File: config.mk
export PLATFORM = sky130hd
export DESIGN_NAME = dma_req_gate
export DESIGN_NICKNAME = d
export VERILOG_FILES = /design/src/rtl/dma_req_gate_pkg.sv /design/src/rtl/dma_req_edge.sv /design/src/rtl/dma_req_chan.sv /design/src/rtl/dma_req_gate.sv
export SDC_FILE = /design/constraint.sdc
export NUM_CORES = 1
export LEC_CHECK = 0
export CORE_ASPECT_RATIO = 1.2
export CORE_MARGIN = 10
export CORE_UTILIZATION = 40
export CTS_CLUSTER_DIAMETER = 100
export DETAILED_ROUTE_END_ITERATION = 8
export PLACE_DENSITY = 0.65
export SYNTH_ARGS = -nofsm -noshare
export SYNTH_HDL_FRONTEND = slang
export SYNTH_SLANG_ARGS = --single-unit
export TNS_END_PERCENT = 1
File: constraint.sdc
create_clock -name clk -period 1.6 [get_ports clk]
set_input_delay 0.32 -clock clk [delete_from_list [all_inputs] [get_ports clk]]
set_output_delay 0.32 -clock clk [all_outputs]
set_load 0.1 [all_outputs]
File: src/rtl/dma_req_gate_pkg.sv
package dma_req_gate_pkg;

  typedef enum logic [1:0] {
    XMODE_OFF    = 2'b00,
    XMODE_SINGLE = 2'b01,
    XMODE_RSVD   = 2'b10,
    XMODE_REPEAT = 2'b11
  } xfer_mode_e;

  // Odd codes are the enabled ones; 00 and 10 both block and discard.
  function automatic logic mode_enabled(input xfer_mode_e m);
    return (m == XMODE_SINGLE) || (m == XMODE_REPEAT);
  endfunction

endpackage

File: src/rtl/dma_req_edge.sv
module dma_req_edge #(
  parameter int W           = 8,
  parameter int SYNC_STAGES = 0
) (
  input  logic         clk,
  input  logic         rst_n,
  input  logic [W-1:0] din,
  output logic [W-1:0] rise
);

  logic [W-1:0] synced;
  logic [W-1:0] prev_q;

  if (SYNC_STAGES > 0) begin : g_sync
    logic [W-1:0] stage_q [SYNC_STAGES];
    always_ff @(posedge clk or negedge rst_n) begin
      if (!rst_n) begin
        for (int s = 0; s < SYNC_STAGES; s++) stage_q[s] <= '0;
      end else begin
        stage_q[0] <= din;
        for (int s = 1; s < SYNC_STAGES; s++) stage_q[s] <= stage_q[s-1];
      end
    end
    assign synced = stage_q[SYNC_STAGES-1];
  end else begin : g_direct
    assign synced = din;
  end

  always_ff @(posedge clk or negedge rst_n) begin
    if (!rst_n) prev_q <= '0;
    else        prev_q <= synced;
  end

  assign rise = synced & ~prev_q;

endmodule

File: src/rtl/dma_req_chan.sv
module dma_req_chan
  import dma_req_gate_pkg::*;
#(
  parameter int NUM_SRC = 11,
  parameter int SEL_W   = 4
) (
  input  logic               clk,
  input  logic               rst_n,
  input  logic               cfg_hit,
  input  logic [1:0]         cfg_mode,
  input  logic [SEL_W-1:0]   cfg_sel,
  input  logic [NUM_SRC-1:0] src_evt,
  input  logic               ready,
  output logic               valid,
  output logic               active,
  output logic               set_evt
);

  xfer_mode_e       mode_q;
  logic [SEL_W-1:0] sel_q;
  logic             pend_q;
  logic             hs;

  always_ff @(posedge clk or negedge rst_n) begin
    if (!rst_n) begin
      mode_q <= XMODE_OFF;
      sel_q  <= '0;
    end else if (cfg_hit) begin
      mode_q <= xfer_mode_e'(cfg_mode);
      sel_q  <= cfg_sel;
    end
  end

  // Source select: codes past the last source match nothing.
  always_comb begin
    set_evt = 1'b0;
    for (int k = 0; k < NUM_SRC; k++) begin
      if (sel_q == SEL_W'(k)) set_evt = src_evt[k];
    end
  end

  assign active = mode_enabled(mode_q);
  assign hs     = valid & ready;

  // Disabled modes flush the flag; a new set outranks the handshake.
  always_ff @(posedge clk or negedge rst_n) begin
    if (!rst_n) pend_q <= 1'b0;
    else        pend_q <= active & (set_evt | (pend_q & ~hs));
  end

  assign valid = pend_q & active;

endmodule

File: src/rtl/dma_req_gate.sv
module dma_req_gate
  import dma_req_gate_pkg::*;
#(
  parameter int NUM_CH     = 4,
  parameter int NUM_PERIPH = 8,
  parameter int NUM_EXT    = 2,
  parameter int CH_W       = $clog2(NUM_CH),
  parameter int SEL_W      = $clog2(NUM_PERIPH + 1 + NUM_EXT)
) (
  input  logic                  clk,
  input  logic                  rst_n,
  input  logic [NUM_PERIPH-1:0] periph_req,
  input  logic [NUM_EXT-1:0]    ext_irq,
  input  logic [NUM_CH-1:0]     sw_set,
  input  logic                  cfg_we,
  input  logic [CH_W-1:0]       cfg_ch,
  input  logic [1:0]            cfg_mode,
  input  logic [SEL_W-1:0]      cfg_sel,
  output logic [NUM_CH-1:0]     req_valid,
  input  logic [NUM_CH-1:0]     req_ready
);

  localparam int NUM_SRC = NUM_PERIPH + 1 + NUM_EXT;

  logic [NUM_PERIPH-1:0] periph_rise;
  logic [NUM_EXT-1:0]    ext_rise;
  logic [NUM_CH-1:0]     ch_active;
  logic [NUM_CH-1:0]     set_evt;

  dma_req_edge #(.W(NUM_PERIPH), .SYNC_STAGES(0)) u_periph_edge (
    .clk(clk), .rst_n(rst_n), .din(periph_req), .rise(periph_rise)
  );

  dma_req_edge #(.W(NUM_EXT), .SYNC_STAGES(2)) u_ext_edge (
    .clk(clk), .rst_n(rst_n), .din(ext_irq), .rise(ext_rise)
  );

  for (genvar i = 0; i < NUM_CH; i++) begin : g_ch
    logic [NUM_SRC-1:0] src_evt;
    logic               cfg_hit;

    assign src_evt = {ext_rise, sw_set[i], periph_rise};
    assign cfg_hit = cfg_we && (cfg_ch == CH_W'(i));

    dma_req_chan #(.NUM_SRC(NUM_SRC), .SEL_W(SEL_W)) u_chan (
      .clk     (clk),
      .rst_n   (rst_n),
      .cfg_hit (cfg_hit),
      .cfg_mode(cfg_mode),
      .cfg_sel (cfg_sel),
      .src_evt (src_evt),
      .ready   (req_ready[i]),
      .valid   (req_valid[i]),
      .active  (ch_active[i]),
      .set_evt (set_evt[i])
    );
  end

endmodule

# --- Word-level counts from Yosys, hierarchy flattened ---
# Cells that the tools add are included.
totals:
  reg_bits: 42
  out_inout_bits: 4
  wordCells: 152
  inputBits: 29
classes:
  n_eq_ne: 51
  n_reduce_logical: 13
  bitwise_logic: 28
  mux: 44
op_table:
  columns: ["operator", "count"]
  rows:
  - ["equality test 4 x 3 -> 1 bit (second input constant)", 16]
  - ["equality test 4 bit (second input constant)", 12]
  - ["2-to-1 mux 1 bit", 44]
  - ["equality test 4 x 2 -> 1 bit (second input constant)", 8]
  - ["bitwise AND 1 bit", 16]
  - ["equality test 4 x 1 -> 1 bit (second input constant)", 4]
  - ["zero test 4 bit", 4]
  - ["equality test 2 bit (second input constant)", 6]
  - ["equality test 2 x 1 -> 1 bit (second input constant)", 5]
  - ["bitwise AND 8 bit", 1]
  - ["inverter 8 bit", 1]
  - ["logical AND 1 bit", 4]
  - ["logical OR 1 bit", 4]
  - ["inverter 1 bit", 4]
  - ["OR 1 bit", 4]
  - ["bitwise AND 2 bit", 1]
  - ["zero test 2 bit", 1]
  - ["inverter 2 bit", 1]

# --- Longest topological paths before layout ---
logic_depth:
  word_depth: 15
  depth_mapped: 5
  mapped_depth_nobuf: 4

# --- Hierarchy ---
# From an unflattened synthesis, not the netlist that was laid out.
hier_totals:
  hier_cells: 132
  hier_area_um2: 1881.8
modules_own_cells:
  columns: ["mod", "instances", "seq_area_each_um2", "area_per_inst_um2", "cells_each"]
  rows:
  - ["dma_req_chan", 4, 150.1, 339.1, 26]
  - ["dma_req_edge (u_periph_edge)", 1, 200.2, 310.3, 16]
  - ["dma_req_edge (u_ext_edge)", 1, 150.1, 177.7, 8]
  - ["dma_req_gate", 1, 0.0, 37.5, 4]

# --- Least setup slack after synthesis ---
# OpenSTA, ideal clock, no wires.
synth_timing:
  path_kind: "input port to flip-flop"
  startpoint: "in periph_req[6]"
  endpoint: "reg g_ch[0].u_chan.pend_q"
  required_time_ps: 1471
  path_stages: 4
  setup_ps: 129
  setup_slack_ps: 67
  arrival_ps: 1404
  n_path_buf: 0
  path_cell_list: "nor2b_2 > mux4_2 > and3b_1 > o41a_1"
synth_via:
  elab_chain_len: 8
synth_lines:
  columns: ["element", "line", "text"]
  rows:
  - ["start, declared", "dma_req_gate.sv:12", "input logic [NUM_PERIPH-1:0] periph_req,"]
  - ["bitwise AND 8 bit", "dma_req_edge.sv:34", "assign rise = synced & ~prev_q;"]
  - ["2-to-1 mux 1 bit (5 in a row)", "dma_req_chan.sv:38", "if (sel_q == SEL_W'(k)) set_evt = src_evt[k];"]
  - ["OR 1 bit", "dma_req_chan.sv:48", "else pend_q <= active & (set_evt | (pend_q & ~hs));"]
  - ["bitwise AND 1 bit", "dma_req_chan.sv:48", null]
  - ["end signal, assigned", "dma_req_chan.sv:48", null]
  - ["end, declared", "dma_req_chan.sv:21", "logic pend_q;"]
# Every way passes these cells.
# A chain may end at the register's enable or synchronous reset.

# --- Final worst setup path ---
layout_timing:
  startpoint: "reg u_periph_edge.prev_q[3]"
  endpoint: "reg g_ch[0].u_chan.pend_q"
layout_via:
  elab_chain_len: 12
layout_lines:
  columns: ["element", "line", "text"]
  rows:
  - ["start, declared", "dma_req_edge.sv:12", "logic [W-1:0] prev_q;"]
  - ["start signal, assigned", "dma_req_edge.sv:31", "else prev_q <= synced;"]
  - ["inverter 8 bit", "dma_req_edge.sv:34", null]
  - ["bitwise AND 8 bit", "dma_req_edge.sv:34", null]
  - ["2-to-1 mux 1 bit (8 in a row)", "dma_req_chan.sv:38", null]
  - ["OR 1 bit", "dma_req_chan.sv:48", null]
  - ["bitwise AND 1 bit", "dma_req_chan.sv:48", null]
# Every way passes these cells.

==> results.ini <==
[sta]
holdWs_ns=0.0656
timing.final.crit_share_pct=97.6
setup_violations=0
fin_crit_ns=1.56
worst_slew_margin_rel_pct=67.6
worst_slew_pin_slew_ns=0.487
max_freq_ghz=0.640
fin_skew_ns=0.00564
hold_violations=0
drv_slew=0

[worst_setup_path]
cp_cell_sequence=nor2b_4 -> mux4_2 -> and3b_1 -> o41a_1
worstSetupStartpointType=flop
path_max_fanout=3
arrival_ns=1.74
critPathKind=reg2reg
cp-end-kind=flop
slowest_delay_ns=0.46
critPathRequiredTime_ns=1.78
cpMaxStageDelayCell=mux4_2

[global_route]
grt_usage_pct=12.0
grt_pass1_wl_mm=7.30
grt_max_degree=39
grt-ovfl-total=0
antenna_found_initial=0
grt_pass1_vias=1507

[placement]
dpl_cell_area_mm2=0.00234
io_buffers=31
dpl.hpwl_mm=3.42
gp_congestion=0.859
dpl.cell_count=245

[floorplan]
rows=27
die_x_um=82.7
die_area_mm2=0.00788
core_mm2=0.00459
ios=33
floorplan.initialDensity_pct=41.1
die_h_um=95.2

[logic_synthesis]
avgSynthCellArea_um2=12.4
synth_nets=181
yosysTopAreaCell=dfrtp_1
synthTopCellsByCount=dfrtp_1 (38), mux2_1 (12), nand2b_1 (11)
synth_edf_count=0
synth.yosys.seq_area_share_pct=50.4
ys_warn_count=0
synth_seq_cells=38
synthDistinctLibCells=32
synth_top_area_share_pct=50.4
synthTopCellsByArea=dfrtp_1 (50%), mux2_1 (7.2%), mux4_2 (7.2%)
postSynthCellCount=152
yosys_most_used_dff=dfrtp_1
yosys.cell_count.top_type=dfrtp_1
netlist_area_mm2=0.00189
async_flop_share_pct=100

[cells_and_area]
finalInstanceArea_mm2=0.00254
drive_gt1_share_pct=27.7
area_growth_pct=34.7
final_cell_count_no_fill=253
nNetsFinal=223
diodes=0

[route]
drtIter0Drc=125
dr_total_vias=1350
dr.pass1.iters=6
avgViaCountPerCell=5.34
drt-total-wl_mm=4.55
drc=0
met3_length_um=186
met1_length_mm=1.86
drtAntennaViolNets=0
top_layer=met4
drt-wirelength-per-cell_um=18.0
wl_met2_mm=2.42

[clock_network]
cts_inserted_buffers=5
clk_path_buf_depth=2
cts.sinks=38
postCtsHoldBufs=0
cts_tree=done
htreeDepth=2
clk_pin_slew_ns=0.08
post-cts-setup-buffers=0
root_buffer=clkbuf_8
insertion_delay_ns=0.30

[pwr]
total_power_mw=3.02
p_leak_nw=1.08
ir_drop_mv=0.633
powerDensity_mw_per_mm2=1190

[run]
drv_cap=0

[worst_hold_path]
min_path_type=in2async

[run_status]
run_status=finished clean

[report_power, final]
part / internal [mW] / switching [mW]
combinational: 0.390 / 0.349
clock: 0.665 / 0.366
sequential: 1.10 / 0.152
[final timing paths]
kind                                                   start                 endpoint  slack, ns  cells past startpoint
worst max-delay path                 u_periph_edge.prev_q[3]    g_ch[0].u_chan.pend_q       0.04                      4
worst min-delay path                                   rst_n  g_ch[1].u_chan.sel_q[2]       0.07                      2
worst max register to register       u_periph_edge.prev_q[3]    g_ch[0].u_chan.pend_q       0.04                      4
worst min register to register  u_ext_edge.g_sync.stage_q[3]     u_ext_edge.synced[1]       0.36                      0
max in group asynchronous                              rst_n  g_ch[3].u_chan.sel_q[0]       1.17                      2
min in group clk                               periph_req[6]  u_periph_edge.prev_q[6]       0.28                      1
[cells in the final DEF, fill, tap and decap left out, types with 6 or more instances in the layout]
master / count
mux2_2: 8
nor2_1: 6
mux4_2: 6
nor3_1: 6
mux2_1: 12
nor2b_1: 7
nand2b_1: 7
dfrtp_1: 37
buf_4: 10
dlygate4sd2_1: 8
clkbuf_8: 6
clkdlybuf4s50_1: 18
inv_1: 10
[flip-flops by register name, indices dropped and copies added (netlist names)]
| name | flops |
|---|---|
| g_ch.u_chan.mode_q | 4 |
| g_ch.u_chan.pend_q | 4 |
| g_ch.u_chan.sel_q | 16 |
| u_ext_edge.g_sync.stage_q | 2 |
| u_ext_edge.prev_q | 2 |
| u_ext_edge.synced | 2 |
| u_periph_edge.prev_q | 8 |
[worst max-delay path, delay by kind of cell, from the launching register on]
| family | cells | cell delay (ns) |
|---|---|---|
| flops | 1 | 0.43 |
| mux | 1 | 0.46 |
| simple gates | 2 | 0.26 |
| compound gates | 1 | 0.30 |
[kinds of logic after synthesis]
family / Yosys count / share of synthesized area (%)
AOI/OAI and AO/OA: 20 / 8.22
DFF: 38 / 50.4
muxes: 26 / 19.1
buffers and inverters: 16 / 4.11
and+or+nand+nor: 52 / 18.2
[what timing repair did]
action | CTS | global route
cloned | 0 | 0
resized for setup | 14 | 7
endpoints found under the setup margin | 4 | 3
pin swaps | 5 | 1
[area by class of cell]
| type | count | area, um^2 |
|---|---|---|
| flip-flops and latches | 38 | 952 |
| well taps | 58 | 72.6 |
| repair buffers | 41 | 410 |
| inverters | 10 | 37.5 |
| fillers | 396 | 2050 |
| clock buffers | 6 | 82.6 |
| multi-input cells | 98 | 927 |
| clock inverters | 2 | 60.1 |
[routing by layer]
metal	global-route usage, %	vias to the layer above
met1	13.9	685
met5	0	-
li1	-	630
met3	3.95	8
met4	4.47	0
met2	20.0	27
[per-stage QoR]
step / util (%) / setup TNS [ns] / setup WS, ns
6_report: 55.3 / 0 / 0.0385
5_1_grt: 55.3 / -0.00235 / -0.00235
4_1_cts: 54.4 / 0 / 0.0108
3_5_place_dp: 50.9 / -1.95 / -0.435
3_3_place_gp: 50.9 / -1.59 / -0.398
2_1_floorplan: - / 0 / 0.0668
No activity file was read; power rests on OpenSTA's default activity.
